`config.mk`:
```
export PLATFORM = sky130hd
export DESIGN_NAME = devinfo_tx
export DESIGN_NICKNAME = d
export VERILOG_FILES = /design/src/rtl/dtx_pkg.sv /design/src/rtl/dtx_rec_table.sv /design/src/rtl/dtx_payload.sv /design/src/rtl/devinfo_tx.sv
export SDC_FILE = /design/constraint.sdc
export NUM_CORES = 1
export LEC_CHECK = 0
export BUFFER_PORTS_ARGS = -buffer_cell sky130_fd_sc_hd__buf_2
export CORE_UTILIZATION = 45
export CTS_CLUSTER_SIZE = 25
export DETAILED_ROUTE_END_ITERATION = 10
export GPL_TIMING_DRIVEN = 0
export PLACE_DENSITY = 0.67
export RECOVER_POWER = 50
export SLEW_MARGIN = 20
export SYNTH_ARGS = -nofsm -noshare
export SYNTH_HDL_FRONTEND = slang
export SYNTH_SLANG_ARGS = --single-unit
```
`constraint.sdc`:
```
create_clock -name clk -period 2.2 [get_ports clk]
set_clock_uncertainty 0.05 [all_clocks]
set_input_delay 0.22 -clock clk [delete_from_list [all_inputs] [get_ports clk]]
set_output_delay 0.22 -clock clk [all_outputs]
set_load 0.02 [all_outputs]
```
`src/rtl/dtx_pkg.sv`:
```
package dtx_pkg;

    typedef enum logic [2:0] {
        FMT_TEXT = 3'd0,
        FMT_WORD = 3'd1,
        FMT_BYTE = 3'd2
    } fmt_e;

    typedef enum logic [2:0] {
        REC_NAME,
        REC_FW,
        REC_CHANS,
        REC_MEM,
        REC_RATE,
        REC_PROTO
    } rec_e;

    localparam logic [7:0] KEY_NAME  = 8'h01;
    localparam logic [7:0] KEY_FW    = 8'h02;
    localparam logic [7:0] KEY_CHANS = 8'h40;
    localparam logic [7:0] KEY_MEM   = 8'h21;
    localparam logic [7:0] KEY_RATE  = 8'h23;
    localparam logic [7:0] KEY_PROTO = 8'h41;
    localparam logic [7:0] KEY_STOP  = 8'h00;

    localparam rec_e REC_FINAL = REC_PROTO;

endpackage

```
`src/rtl/dtx_rec_table.sv`:
```
module dtx_rec_table
    import dtx_pkg::*;
#(
    parameter int NAME_CHARS = 4,
    parameter int FW_CHARS   = 3,
    parameter int POS_W      = 3
) (
    input  rec_e             rec,
    output logic [7:0]       key,
    output fmt_e             fmt,
    output logic [POS_W-1:0] last_pos
);

    always_comb begin
        unique case (rec)
            REC_NAME: begin
                key      = KEY_NAME;
                fmt      = FMT_TEXT;
                last_pos = POS_W'(NAME_CHARS);
            end
            REC_FW: begin
                key      = KEY_FW;
                fmt      = FMT_TEXT;
                last_pos = POS_W'(FW_CHARS);
            end
            REC_CHANS: begin
                key      = KEY_CHANS;
                fmt      = FMT_BYTE;
                last_pos = '0;
            end
            REC_MEM: begin
                key      = KEY_MEM;
                fmt      = FMT_WORD;
                last_pos = POS_W'(3);
            end
            REC_RATE: begin
                key      = KEY_RATE;
                fmt      = FMT_WORD;
                last_pos = POS_W'(3);
            end
            REC_PROTO: begin
                key      = KEY_PROTO;
                fmt      = FMT_BYTE;
                last_pos = '0;
            end
            default: begin
                key      = KEY_STOP;
                fmt      = FMT_BYTE;
                last_pos = '0;
            end
        endcase
    end

endmodule

```
`src/rtl/dtx_payload.sv`:
```
module dtx_payload
    import dtx_pkg::*;
#(
    parameter int                      NAME_CHARS = 4,
    parameter logic [8*NAME_CHARS-1:0] NAME_TEXT  = "LA32",
    parameter int                      FW_CHARS   = 3,
    parameter logic [8*FW_CHARS-1:0]   FW_TEXT    = "3.1",
    parameter int                      POS_W      = 3
) (
    input  rec_e             rec,
    input  logic [POS_W-1:0] pos,
    input  logic [7:0]       chans,
    input  logic [31:0]      mem,
    input  logic [31:0]      rate,
    input  logic [7:0]       proto,
    output logic [7:0]       body_byte
);

    logic [7:0] name_b [NAME_CHARS+1];
    logic [7:0] fw_b   [FW_CHARS+1];
    logic [7:0] name_sel, fw_sel, mem_sel, rate_sel;

    // Text payloads: first character at the top of the parameter, NUL last
    for (genvar g = 0; g < NAME_CHARS; g++) begin : g_name
        assign name_b[g] = NAME_TEXT[8*(NAME_CHARS-1-g) +: 8];
    end
    assign name_b[NAME_CHARS] = 8'h00;

    for (genvar g = 0; g < FW_CHARS; g++) begin : g_fw
        assign fw_b[g] = FW_TEXT[8*(FW_CHARS-1-g) +: 8];
    end
    assign fw_b[FW_CHARS] = 8'h00;

    always_comb begin
        name_sel = 8'h00;
        for (int i = 0; i <= NAME_CHARS; i++)
            if (pos == POS_W'(i)) name_sel = name_b[i];
        fw_sel = 8'h00;
        for (int i = 0; i <= FW_CHARS; i++)
            if (pos == POS_W'(i)) fw_sel = fw_b[i];
    end

    // Word payloads leave most significant byte first
    always_comb begin
        case (int'(pos))
            0:       begin mem_sel = mem[31:24]; rate_sel = rate[31:24]; end
            1:       begin mem_sel = mem[23:16]; rate_sel = rate[23:16]; end
            2:       begin mem_sel = mem[15:8];  rate_sel = rate[15:8];  end
            default: begin mem_sel = mem[7:0];   rate_sel = rate[7:0];   end
        endcase
    end

    always_comb begin
        unique case (rec)
            REC_NAME:  body_byte = name_sel;
            REC_FW:    body_byte = fw_sel;
            REC_CHANS: body_byte = chans;
            REC_MEM:   body_byte = mem_sel;
            REC_RATE:  body_byte = rate_sel;
            REC_PROTO: body_byte = proto;
            default:   body_byte = 8'h00;
        endcase
    end

endmodule

```
`src/rtl/devinfo_tx.sv`:
```
module devinfo_tx
    import dtx_pkg::*;
#(
    parameter int                      NAME_CHARS = 4,
    parameter logic [8*NAME_CHARS-1:0] NAME_TEXT  = "LA32",
    parameter int                      FW_CHARS   = 3,
    parameter logic [8*FW_CHARS-1:0]   FW_TEXT    = "3.1"
) (
    input  logic        clk,
    input  logic        rst_n,
    input  logic        start,
    output logic        busy,
    input  logic [7:0]  chan_count,
    input  logic [31:0] mem_bytes,
    input  logic [31:0] max_rate,
    input  logic [7:0]  proto_ver,
    output logic [7:0]  tx_data,
    output logic        tx_valid,
    input  logic        tx_ready
);

    localparam int MAX_CHARS = (NAME_CHARS > FW_CHARS) ? NAME_CHARS : FW_CHARS;
    localparam int MAX_BODY  = (MAX_CHARS + 1 > 4) ? MAX_CHARS + 1 : 4;
    localparam int POS_W     = $clog2(MAX_BODY);

    typedef enum logic [1:0] {ST_IDLE, ST_KEY, ST_BODY, ST_STOP} state_e;

    state_e           state, state_nxt;
    rec_e             rec, rec_nxt;
    logic [POS_W-1:0] pos, pos_nxt;
    logic [7:0]       cap_chans, cap_proto;
    logic [31:0]      cap_mem, cap_rate;
    logic             accept;

    logic [7:0]       key_w, body_w;
    fmt_e             fmt_w;
    logic [POS_W-1:0] last_pos;
    logic             fire;

    dtx_rec_table #(
        .NAME_CHARS (NAME_CHARS),
        .FW_CHARS   (FW_CHARS),
        .POS_W      (POS_W)
    ) u_table (
        .rec      (rec),
        .key      (key_w),
        .fmt      (fmt_w),
        .last_pos (last_pos)
    );

    dtx_payload #(
        .NAME_CHARS (NAME_CHARS),
        .NAME_TEXT  (NAME_TEXT),
        .FW_CHARS   (FW_CHARS),
        .FW_TEXT    (FW_TEXT),
        .POS_W      (POS_W)
    ) u_payload (
        .rec       (rec),
        .pos       (pos),
        .chans     (cap_chans),
        .mem       (cap_mem),
        .rate      (cap_rate),
        .proto     (cap_proto),
        .body_byte (body_w)
    );

    assign fire = tx_valid && tx_ready;

    // State register and captured values
    always_ff @(posedge clk or negedge rst_n) begin
        if (!rst_n) begin
            state     <= ST_IDLE;
            rec       <= REC_NAME;
            pos       <= '0;
            cap_chans <= '0;
            cap_mem   <= '0;
            cap_rate  <= '0;
            cap_proto <= '0;
        end else begin
            state <= state_nxt;
            rec   <= rec_nxt;
            pos   <= pos_nxt;
            if (accept) begin
                cap_chans <= chan_count;
                cap_mem   <= mem_bytes;
                cap_rate  <= max_rate;
                cap_proto <= proto_ver;
            end
        end
    end

    // Transitions: GO, KEY_SENT, NEXT_REC, LAST_REC, DONE
    always_comb begin
        state_nxt = state;
        rec_nxt   = rec;
        pos_nxt   = pos;
        accept    = 1'b0;
        unique case (state)
            ST_IDLE: begin
                if (start) begin
                    accept    = 1'b1;
                    state_nxt = ST_KEY;
                    rec_nxt   = REC_NAME;
                    pos_nxt   = '0;
                end
            end
            ST_KEY: begin
                if (fire) begin
                    state_nxt = ST_BODY;
                    pos_nxt   = '0;
                end
            end
            ST_BODY: begin
                if (fire) begin
                    if (pos == last_pos) begin
                        pos_nxt = '0;
                        if (rec == REC_FINAL) begin
                            state_nxt = ST_STOP;
                        end else begin
                            state_nxt = ST_KEY;
                            rec_nxt   = rec_e'(rec + 3'd1);
                        end
                    end else begin
                        pos_nxt = pos + POS_W'(1);
                    end
                end
            end
            ST_STOP: begin
                if (fire) state_nxt = ST_IDLE;
            end
            default: state_nxt = ST_IDLE;
        endcase
    end

    // Outputs
    always_comb begin
        tx_valid = 1'b1;
        busy     = 1'b1;
        tx_data  = KEY_STOP;
        unique case (state)
            ST_IDLE: begin
                tx_valid = 1'b0;
                busy     = 1'b0;
            end
            ST_KEY:  tx_data = key_w;
            ST_BODY: tx_data = body_w;
            ST_STOP: tx_data = KEY_STOP;
            default: begin
                tx_valid = 1'b0;
                busy     = 1'b0;
            end
        endcase
    end

    AST_IDLE_QUIET: assert property (@(posedge clk) disable iff (!rst_n)
        (state == ST_IDLE) |-> !tx_valid);

    AST_KEY_FORMAT: assert property (@(posedge clk) disable iff (!rst_n)
        (state == ST_KEY) |-> (tx_data[7:5] == fmt_w));

    AST_BODY_RANGE: assert property (@(posedge clk) disable iff (!rst_n)
        (state == ST_BODY) |-> (pos <= last_pos));

    AST_STOP_RETURNS: assert property (@(posedge clk) disable iff (!rst_n)
        (state == ST_STOP && fire) |=> !busy && !tx_valid);

    AST_STALL_HOLD: assert property (@(posedge clk) disable iff (!rst_n)
        (tx_valid && !tx_ready) |=> tx_valid && $stable(tx_data));

    AST_START_IGNORED: assert property (@(posedge clk) disable iff (!rst_n)
        (busy && start && !(state == ST_STOP && fire)) |=> busy);

    AST_CAPTURE_HELD: assert property (@(posedge clk) disable iff (!rst_n)
        (busy && state != ST_STOP) |=> $stable(cap_mem) && $stable(cap_rate));

endmodule

```
==> impl_metrics.tcl, run 1 <==
set metrics [dict create \
    drv_cap 0 \
    synth_cell_types 52 \
    fillers 773 \
    slowest_stage "dfrtp_2" \
    criticalPathCategory "register to output pin" \
    synth_warnings 0 \
    final_cell_mix "94 x buf_2, 84 x dfrtp_1, 80 x mux2_2, 36 x buf_4, 23 x nand2_1" \
    synth-xor-area-share_pct 0.197 \
    slew_viol_final 0 \
    post-route-period-util_pct 126 \
    vdd_drop_max_v 0.000630 \
    grtUsageMet3_pct 5.59 \
    finalHoldViolCount 0 \
    cts_root_buffer "clkbuf_8" \
    synth_fa_ha_area_share_pct 4.22 \
    synth_simple_gate_area_share_pct 5.96 \
    r2r_end "rec[1]" \
    async_flop_share_pct 100 \
    clk_pin_slew_ps 100 \
    core_region_area_um2 9420 \
    grt_antenna_before_repair 0 \
    syn_nets 469 \
    portBuffers 93 \
    die_y_um 101 \
    grt_max_degree 46 \
    grt_pass1_wl_mm 19.0 \
    fin_tns_setup_ps -3930 \
    via_per_inst 5.69 \
    synth_area_um2 4450 \
    min_path_cells 2 \
    cp_max_fo 4 \
    rsz0062_at_grt "yes" \
    worst_hold_path.endpoint "cap_mem[19]" \
    drive_gt1_share_pct 58.2 \
    synth_compound_area_share_pct 15.0 \
    use_met1_pct 32.8 \
    nNetsFinal 608 \
    violations "setup timing" \
    hold_slack_ps 22.2 \
    layout_commonest_cell "buf_2" \
    initial_core_util_pct 47.3 \
    status "finished, violations left" \
    antennaDiodeCount 0 \
    synth_top_area_share_pct 49.5 \
    wire_per_inst_um 19.4 \
    slowest_delay_ps 470 \
    clock.fmax_mhz 361 \
    firstDrtPassIters 8 \
    synth_top_family_by_area "multiplexers" \
    cp-end-kind "output pin" \
    synth_edf_count 0 \
    slew-limit-headroom_pct 23.1 \
    crit_chain "buf_4, buf_6, ha_2, ha_2, or3_4, a31oi_1, a221o_1, a21oi_1, o221ai_1, buf_4" \
    io_pins 94 \
    min-delay-start "mem_bytes[19]" \
    rows 35 \
    cp-start-kind "register" \
    syn-instance-count 370 \
    r2r_slack_ps -110 \
    insertion_delay_ps 360 \
    worst_slack_ps -574 \
    fin_crit_ps 2770 \
    ff2ff_path_depth 10 \
    final-seq-area_um2 2210 \
    yosys.area.top_type "dfrtp_1" \
    cp.arrival_ps 2500 \
    met2_usage_pct 40.5 \
    syn_to_final_growth_pct 33.4 \
    crit_required_ps 1930 \
    grt_pass1_vias 3661 \
    htreeDepth 3 \
    power_density_nw_per_um2 1500 \
    drc_errors 0 \
    tightest_slew_ps 1150 \
    dpl.hpwl_mm 8.34 \
    cts_sinks 88 \
    min_path_type "primary input to register" \
    multi_input_area_um2 2330 \
    cts_tree "built" \
    synth_mux_area_share_pct 21.2 \
    die_w_um 101 \
    clockBufferDepth 2 \
    grt_util_all_layers_pct 24.8 \
    r2r_start "rec[2]" \
    ys_ff_latch 88 \
    drtIter0Drc 225 \
    synth_ff_type "dfrtp_1" \
    dp.cells 593 \
    drt-total-wl_mm 12.5 \
    synth_area_leaders "dfrtp_1 49%, mux2_2 21%, ha_1 4.2%" \
    ys_seq_area_share_pct 49.5 \
    avgSynthCellArea_um2 12.0 \
    overflow 0 \
    drtAntennaViolNets 0 \
    via_count 3657 \
    fin_cells 643 \
    cts_buffers 9 \
    p_leak_nw 2.65 \
    setup-violations-final 10 \
    grt_busiest_layer "met2" \
    place.gp.congestion 0.882 \
    die_area_um2 10300 \
]
==> repair_timing <==
action,CTS,global route
setup endpoints to repair,84,15
hold endpoints to repair,44,0
cloned,0,1
setup buffers,17,16
resized for setup,57,48
pin swaps,19,21
hold buffers,1,0
==> per-stage QoR <==
stage | area, µm² | setup slack (ps) | power [W] | utilization (%)
6_report | 5930 | -574 | 0.00891 | 63.0
5_1_grt | 5930 | -661 | 0.00946 | 63.0
4_1_cts | 5600 | -536 | 0.00824 | 59.5
3_5_place_dp | 5120 | -531 | 0.00667 | 54.4
3_3_place_gp | 5100 | -535 | 0.00656 | 54.1
2_1_floorplan | 4470 | 11.6 | 0.00558 | -
==> cells in the mapped netlist, types with 3 or more instances <==
| library cell | n |
|---|---|
| o211ai_1 | 4 |
| ha_1 | 15 |
| clkbuf_1 | 7 |
| mux2i_1 | 3 |
| nor2_1 | 10 |
| nand2_1 | 23 |
| buf_2 | 16 |
| dfrtp_1 | 88 |
| a222oi_1 | 16 |
| a22oi_1 | 4 |
| o2bb2ai_1 | 9 |
| a21oi_1 | 13 |
| mux2_2 | 81 |
| inv_1 | 12 |
| nor3_1 | 4 |
| nand3_1 | 5 |
| a221oi_1 | 5 |
| o21ai_0 | 8 |
| o221ai_1 | 4 |
==> final cells by class <==
| type | instances | area share (%) |
|---|---|---|
| sequential | 88 | 37.2 |
| inverter | 13 | 1.16 |
| tap | 129 | 2.72 |
| clock buffer | 9 | 2.09 |
| multi-input combinational | 242 | 39.2 |
| buffer | 26 | 3.46 |
| clock inverter | 7 | 0.991 |
| timing repair buffer | 129 | 13.2 |
==> registers in the layout (all words and copies together) (netlist names) <==
signal	count
cap_proto	8
cap_mem	32
state	2
pos	3
cap_rate	32
rec	3
cap_chans	8
==> worst max-delay path by stage <==
stage | startpoint | end
6_report | pos[1] | tx_data[0]
5_1_grt | pos[1] | tx_data[1]
4_1_cts | pos[1] | tx_data[1]
3_5_place_dp | pos[1] | tx_data[4]
3_3_place_gp | pos[1] | tx_data[4]
2_1_floorplan | rec[2] | rec[1]
==> cell families (layout without fill, tap and decap cells) <==
group           after synthesis  count (layout)
mux                          84              84
flops                        88              88
compound gates               85              85
fa+ha+maj                    15              15
buf+inv                      40             184
xor+xnor                      1               1
simple gates                 57              57
==> power breakdown <==
part | leakage, nW | internal [W] | switching [W] | total, W
sequential | 1.04 | 0.00243 | 0.000508 | 0.00294
clock | 0.0929 | 0.000433 | 0.000642 | 0.00108
combinational | 1.51 | 0.00248 | 0.00242 | 0.00489
total | 2.65 | 0.00534 | 0.00357 | 0.00891
==> layer usage <==
metal	up-vias	share of wire (%)	routed length [µm]
li1	1671	-	-
met3	19	5.6	699
met2	137	50	6190
met4	0	2.3	282
met5	-	0	0
met1	1830	42	5300
==> worst max-delay path, delay by kind of cell (launching register included) <==
kind                       cells  cell delay (ps)
buffers and inverters          3              440
AOI/OAI and AO/OA              4              520
adders and majority gates      2              340
DFF                            1              470
and+or+nand+nor                1              370
Note: power is estimated with default switching activity, not from simulation.
==> inputs of run 2 (changes only) <==
CELL_PAD_IN_SITES_DETAIL_PLACEMENT = 1   (was not set)
CELL_PAD_IN_SITES_GLOBAL_PLACEMENT = 1   (was not set)
CORE_UTILIZATION = 39   (was 45)
PLACE_DENSITY = 0.73   (was 0.67)
==> run 2 against run 1 <==
The flow still finishes with violations (setup timing). Highest routed layer unchanged. Clock power rose by 47%. Critical path type unchanged. Sequential cell count did not move. Power rose by 10%. Cell area rose by 3.4%. Worst hold slack improved by 25 ps. Critical endpoint is now tx_data[5]. Count of clock-buffer cells in the layout rose by 2. Register-to-register slack got worse by 200 ps. Worst setup slack got worse by 53 ps.
==> impl_metrics.tcl, run 2 (same netlist as run 1, synthesis figures left out) <==
set metrics [dict create \
    fillers 1145 \
    cts_buffers 9 \
    clockBufferDepth 2 \
    tightest_slew_ps 989 \
    grt_max_degree 49 \
    grt_antenna_before_repair 0 \
    cp-end-kind "output pin" \
    clk_pin_slew_ps 70 \
    core_region_area_um2 11000 \
    rsz0062_at_grt "yes" \
    slowest_delay_ps 490 \
    initial_core_util_pct 40.5 \
    grt_pass1_wl_mm 22.1 \
    status "finished, violations left" \
    cts_sinks 88 \
    fin_crit_ps 2830 \
    setup-violations-final 15 \
    slew_viol_final 0 \
    power_density_nw_per_um2 1600 \
    multi_input_area_um2 2360 \
    violations "setup timing" \
    min_path_type "primary input to register" \
    die_area_um2 11800 \
    drv_cap 0 \
    via_count 3780 \
    drt-total-wl_mm 14.9 \
    cp-start-kind "register" \
    final_cell_mix "86 x buf_2, 84 x dfrtp_1, 80 x mux2_2, 34 x buf_4, 22 x nand2_1" \
    crit_chain "inv_4, ha_4, buf_8, a222oi_1, o2bb2ai_1, a221oi_1, o221ai_1, buf_4" \
    drtIter0Drc 288 \
    place.gp.congestion 0.864 \
    criticalPathCategory "register to output pin" \
    cts_root_buffer "clkbuf_16" \
    slowest_stage "dfrtp_2" \
    p_leak_nw 2.71 \
    drive_gt1_share_pct 57.9 \
    die_y_um 109 \
    firstDrtPassIters 5 \
    dpl.hpwl_mm 9.41 \
    slew-limit-headroom_pct 34.1 \
    drtAntennaViolNets 0 \
    grt_util_all_layers_pct 25.6 \
    clock.fmax_mhz 354 \
    via_per_inst 5.81 \
    layout_commonest_cell "buf_2" \
    antennaDiodeCount 0 \
    insertion_delay_ps 340 \
    nNetsFinal 605 \
    pre_cts_ws_ps -638 \
    fin_tns_setup_ps -5490 \
    top_regs "cap_mem: 32 flops, cap_rate: 32 flops" \
    htreeDepth 3 \
    rows 38 \
    overflow 0 \
    io_pins 94 \
    syn_to_final_growth_pct 37.9 \
    crit_buf_inv 3 \
    post-route-period-util_pct 129 \
    crit_required_ps 1930 \
    path_delay_family "compound AO/OA/AOI/OAI gates" \
    cts_tree "built" \
    drc_errors 0 \
    cp_max_fo 7 \
    final-seq-area_um2 2210 \
    wire_per_inst_um 22.9 \
    worst_slack_ps -627 \
    die_w_um 109 \
    vdd_drop_max_v 0.000580 \
    finalHoldViolCount 0 \
    cp.arrival_ps 2560 \
    portBuffers 93 \
    grt_pass1_vias 4073 \
]
[run 2: cell types whose count changed in the layout (fill, tap and decap cells not counted), moves of 5 or more]
cell,previous run,this run
clkbuf_16,0,9
buf_2,94,86
clkbuf_8,10,3
clkbuf_4,1,6
[run 2: report_power, final]
group	total, W	switching [W]	internal, W
Sequential	0.00298	0.000542	0.00244
Combinational	0.00526	0.00267	0.00259
Clock	0.00159	0.000670	0.000922
Total	0.00983	0.00388	0.00595
[run 2: per-stage QoR]
step | power [W] | hold WS (ps) | instance area, µm² | cells | util, %
3_5_place_dp | 0.00678 | 190 | 5140 | 604 | 46.8
2_1_floorplan | 0.00558 | -126 | 4470 | 370 | -
4_1_cts | 0.00918 | 52.7 | 5940 | 643 | 54.1
5_1_grt | 0.0103 | 52.2 | 6140 | 651 | 55.9
6_report | 0.00983 | 46.9 | 6140 | 651 | 55.9
3_3_place_gp | 0.00658 | 402 | 5110 | 603 | 46.5
[run 2: final cells by class]
| type | instances | share of cell area, % |
|---|---|---|
| multi-input cells | 242 | 38.4 |
| flip-flops and latches | 88 | 36.0 |
| repair buffers | 126 | 13.0 |
| clock buffers | 11 | 3.96 |
| plain buffers | 26 | 3.77 |
| well taps | 140 | 2.85 |
| clock inverters | 5 | 1.06 |
| inverters | 13 | 0.958 |
[run 2: worst register-to-register path, stage by stage (launching register included)]
cell and delay (ps):
dfrtp_2 440, buf_6 130, buf_6 120, ha_4 160
ha_4 180, buf_6 120, o21bai_1 180, a221oi_2 80
buf_4 160, mux2_4 340, o311ai_4 250, o211ai_1 180
[run 2: path summary, 6_finish.rpt]
path | from | end | slack [ps] | cells after the start
max | pos[1] | tx_data[5] | -630 | 8
min | mem_bytes[25] | cap_mem[25] | 50 | 2
max reg2reg | rec[1] | rec[2] | -310 | 11
min reg2reg | cap_rate[4] | cap_rate[4] | 460 | 1
max in group asynchronous | rst_n | pos[1] | 240 | 3
min in group asynchronous | rst_n | cap_mem[23] | 520 | 2
[run 2: layer usage]
layer	up-vias	part of all wire, %	global-route usage [%]
met4	0	3.5	9.46
met2	152	51	44.0
li1	1672	-	-
met1	1915	39	31.5
met3	41	6.0	5.74
met5	-	0	0
[run 2: timing repair]
item	in CTS	in global routing
buffers inserted	23	8
pin swaps	30	21
hold buffers	1	0
endpoints found under the hold margin	40	0
resized for setup	85	43
endpoints found under the setup margin	94	91
==> inputs of run 3 (changes only) <==
CORE_UTILIZATION = 43   (was 39)
PLACE_DENSITY = 0.76   (was 0.73)
clock period = 3.2 ns   (was 2.2 ns; I/O delays follow)
==> run 3 against run 2 <==
The run now ends clean. Via count fell by 6.7%. Cell area fell by 13%. Non-clock buffer count fell by 32. Combinational power fell by 50%. Sequential power fell by 33%. Clock power fell by 49%. Sequential share of layout area rose by 5.5 points. Routed wire length fell by 16%. Utilization fell by 2.2 points. Die area fell by 9.1%.
==> impl_metrics.tcl, run 3 (same netlist as run 1, synthesis figures left out) <==
set metrics [dict create \
    status "finished clean" \
    multi_input_area_um2 2090 \
    clock.fmax_mhz 333 \
    p_clk_share_pct 14.9 \
    antennaDiodeCount 0 \
    switching_share_pct 39.8 \
    grt_util_all_layers_pct 25.1 \
    cts_tree "built" \
    clk_pin_slew_ps 90 \
    cts_buffers 9 \
    via_per_inst 5.76 \
    vdd_drop_max_v 0.000407 \
    nNetsFinal 573 \
    die_w_um 104 \
    fin_util_pct 53.7 \
    cp_max_fo 10 \
    die_y_um 104 \
    finalHoldViolCount 0 \
    drtAntennaViolNets 0 \
    core_region_area_um2 9910 \
    wire_per_inst_um 20.5 \
    via_count 3528 \
    fin_tns_setup_ps 0 \
    initial_core_util_pct 44.9 \
    fillers 1094 \
    grt_max_degree 47 \
    tightest_slew_ps 1120 \
    seq_power_share_pct 36.9 \
    drt-total-wl_mm 12.5 \
    post-route-period-util_pct 93.8 \
    crit_required_ps 2830 \
    io_pins 94 \
    rows 36 \
    slew-limit-headroom_pct 25.2 \
    switchingPower_w 0.00217 \
    drc_errors 0 \
    final_cell_mix "103 x buf_2, 86 x dfrtp_1, 81 x mux2_2, 23 x nand2_1, 16 x a222oi_1" \
    rsz0062_at_grt "no" \
    firstDrtPassIters 5 \
    fin_crit_ps 3000 \
    final-seq-area_um2 2200 \
    drtIter0Drc 215 \
    min_path_type "primary input to register" \
    top_regs "cap_mem: 32 flops, cap_rate: 32 flops" \
    pre_cts_ws_ps 314 \
    postCtsSetupBuffers 0 \
    stdcell_area_um2 5320 \
    die_area_um2 10800 \
    portBuffers 93 \
    power_density_nw_per_um2 1030 \
    worst_slack_ps 197 \
    grt_antenna_before_repair 0 \
    drv_cap 0 \
    place_area_um2 5110 \
    overflow 0 \
    drive_gt1_share_pct 45.9 \
    grt_pass1_vias 3939 \
    dpl.hpwl_mm 9.36 \
    pwr-share-comb_pct 48.2 \
    grt_pass1_wl_mm 20.7 \
    criticalPathCategory "register to output pin" \
    cts_sinks 88 \
    cts_root_buffer "clkbuf_8" \
    p_leak_nw 2.42 \
    p_int_w 0.00328 \
    insertion_delay_ps 370 \
    cp-start-kind "register" \
    syn_to_final_growth_pct 19.6 \
    clockBufferDepth 2 \
    setup-violations-final 0 \
    place.gp.congestion 0.855 \
    cp-end-kind "output pin" \
    layout_commonest_cell "buf_2" \
    cp.arrival_ps 2630 \
    slew_viol_final 0 \
    htreeDepth 3 \
]
-- run 3: what timing repair did --
| item | CTS | global route |
|---|---|---|
| hold buffers | 1 | 0 |
| setup endpoints to repair | 8 | 8 |
| gates resized for setup | 6 | 8 |
| pin swaps | 0 | 1 |
| endpoints found under the hold margin | 42 | 0 |
-- run 3: per-stage QoR --
stage / total power [W] / hold slack, ps / instances
after floorplan: 0.00381 / -25.6 / 370
after global placement: 0.00449 / 438 / 596
after detailed placement: 0.00462 / 310 / 597
after CTS: 0.00548 / 109 / 614
after global routing: 0.00586 / 112 / 612
final: 0.00546 / 124 / 612
-- run 3: cell type report --
cell class / instances / area share (%)
repair buffers: 95 / 8.98
clock inverters: 6 / 1.25
inverters: 13 / 0.917
well taps: 133 / 3.13
multi-input cells: 242 / 39.2
plain buffers: 25 / 2.52
flip-flops and latches: 88 / 41.4
clock buffers: 10 / 2.59
-- run 3: worst max-delay path: stages, from the launching register on --
cell      delay, ps
dfrtp_2         430
inv_1            90
ha_1            250
buf_2           220
buf_2           230
a222oi_1        340
nor2_1           70
a21oi_1         230
o221ai_1        200
buf_2           200
-- run 3: final timing paths --
path                               start      endpoint  slack [ps]  cells past startpoint
setup / recovery                  pos[0]    tx_data[5]         200                      9
hold / removal             chan_count[0]  cap_chans[0]         120                      2
setup reg to reg                  rec[2]        rec[1]         720                      8
hold reg to reg             cap_rate[30]  cap_rate[30]         460                      1
max in group asynchronous          rst_n  cap_proto[2]         810                      3
min in group asynchronous          rst_n   cap_mem[27]         630                      2
-- run 3: power by group through the flow --
stage / combinational, W / clock, W / sequential, W
after floorplan: 0.00191 / 0 / 0.00190
after global placement: 0.00249 / 0 / 0.00200
after detailed placement: 0.00259 / 0 / 0.00203
after CTS: 0.00264 / 0.000835 / 0.00201
after global routing: 0.00290 / 0.000873 / 0.00208
final: 0.00263 / 0.000814 / 0.00201
-- run 3: layer usage --
layer | routed length [µm] | up-vias | share of wire (%) | GRT usage, %
met5 | 0 | - | 0 | 0
li1 | - | 1600 | - | -
met2 | 6460 | 98 | 52 | 44.5
met3 | 639 | 15 | 5.1 | 6.48
met1 | 5240 | 1815 | 42 | 30.2
met4 | 204 | 0 | 1.6 | 6.84
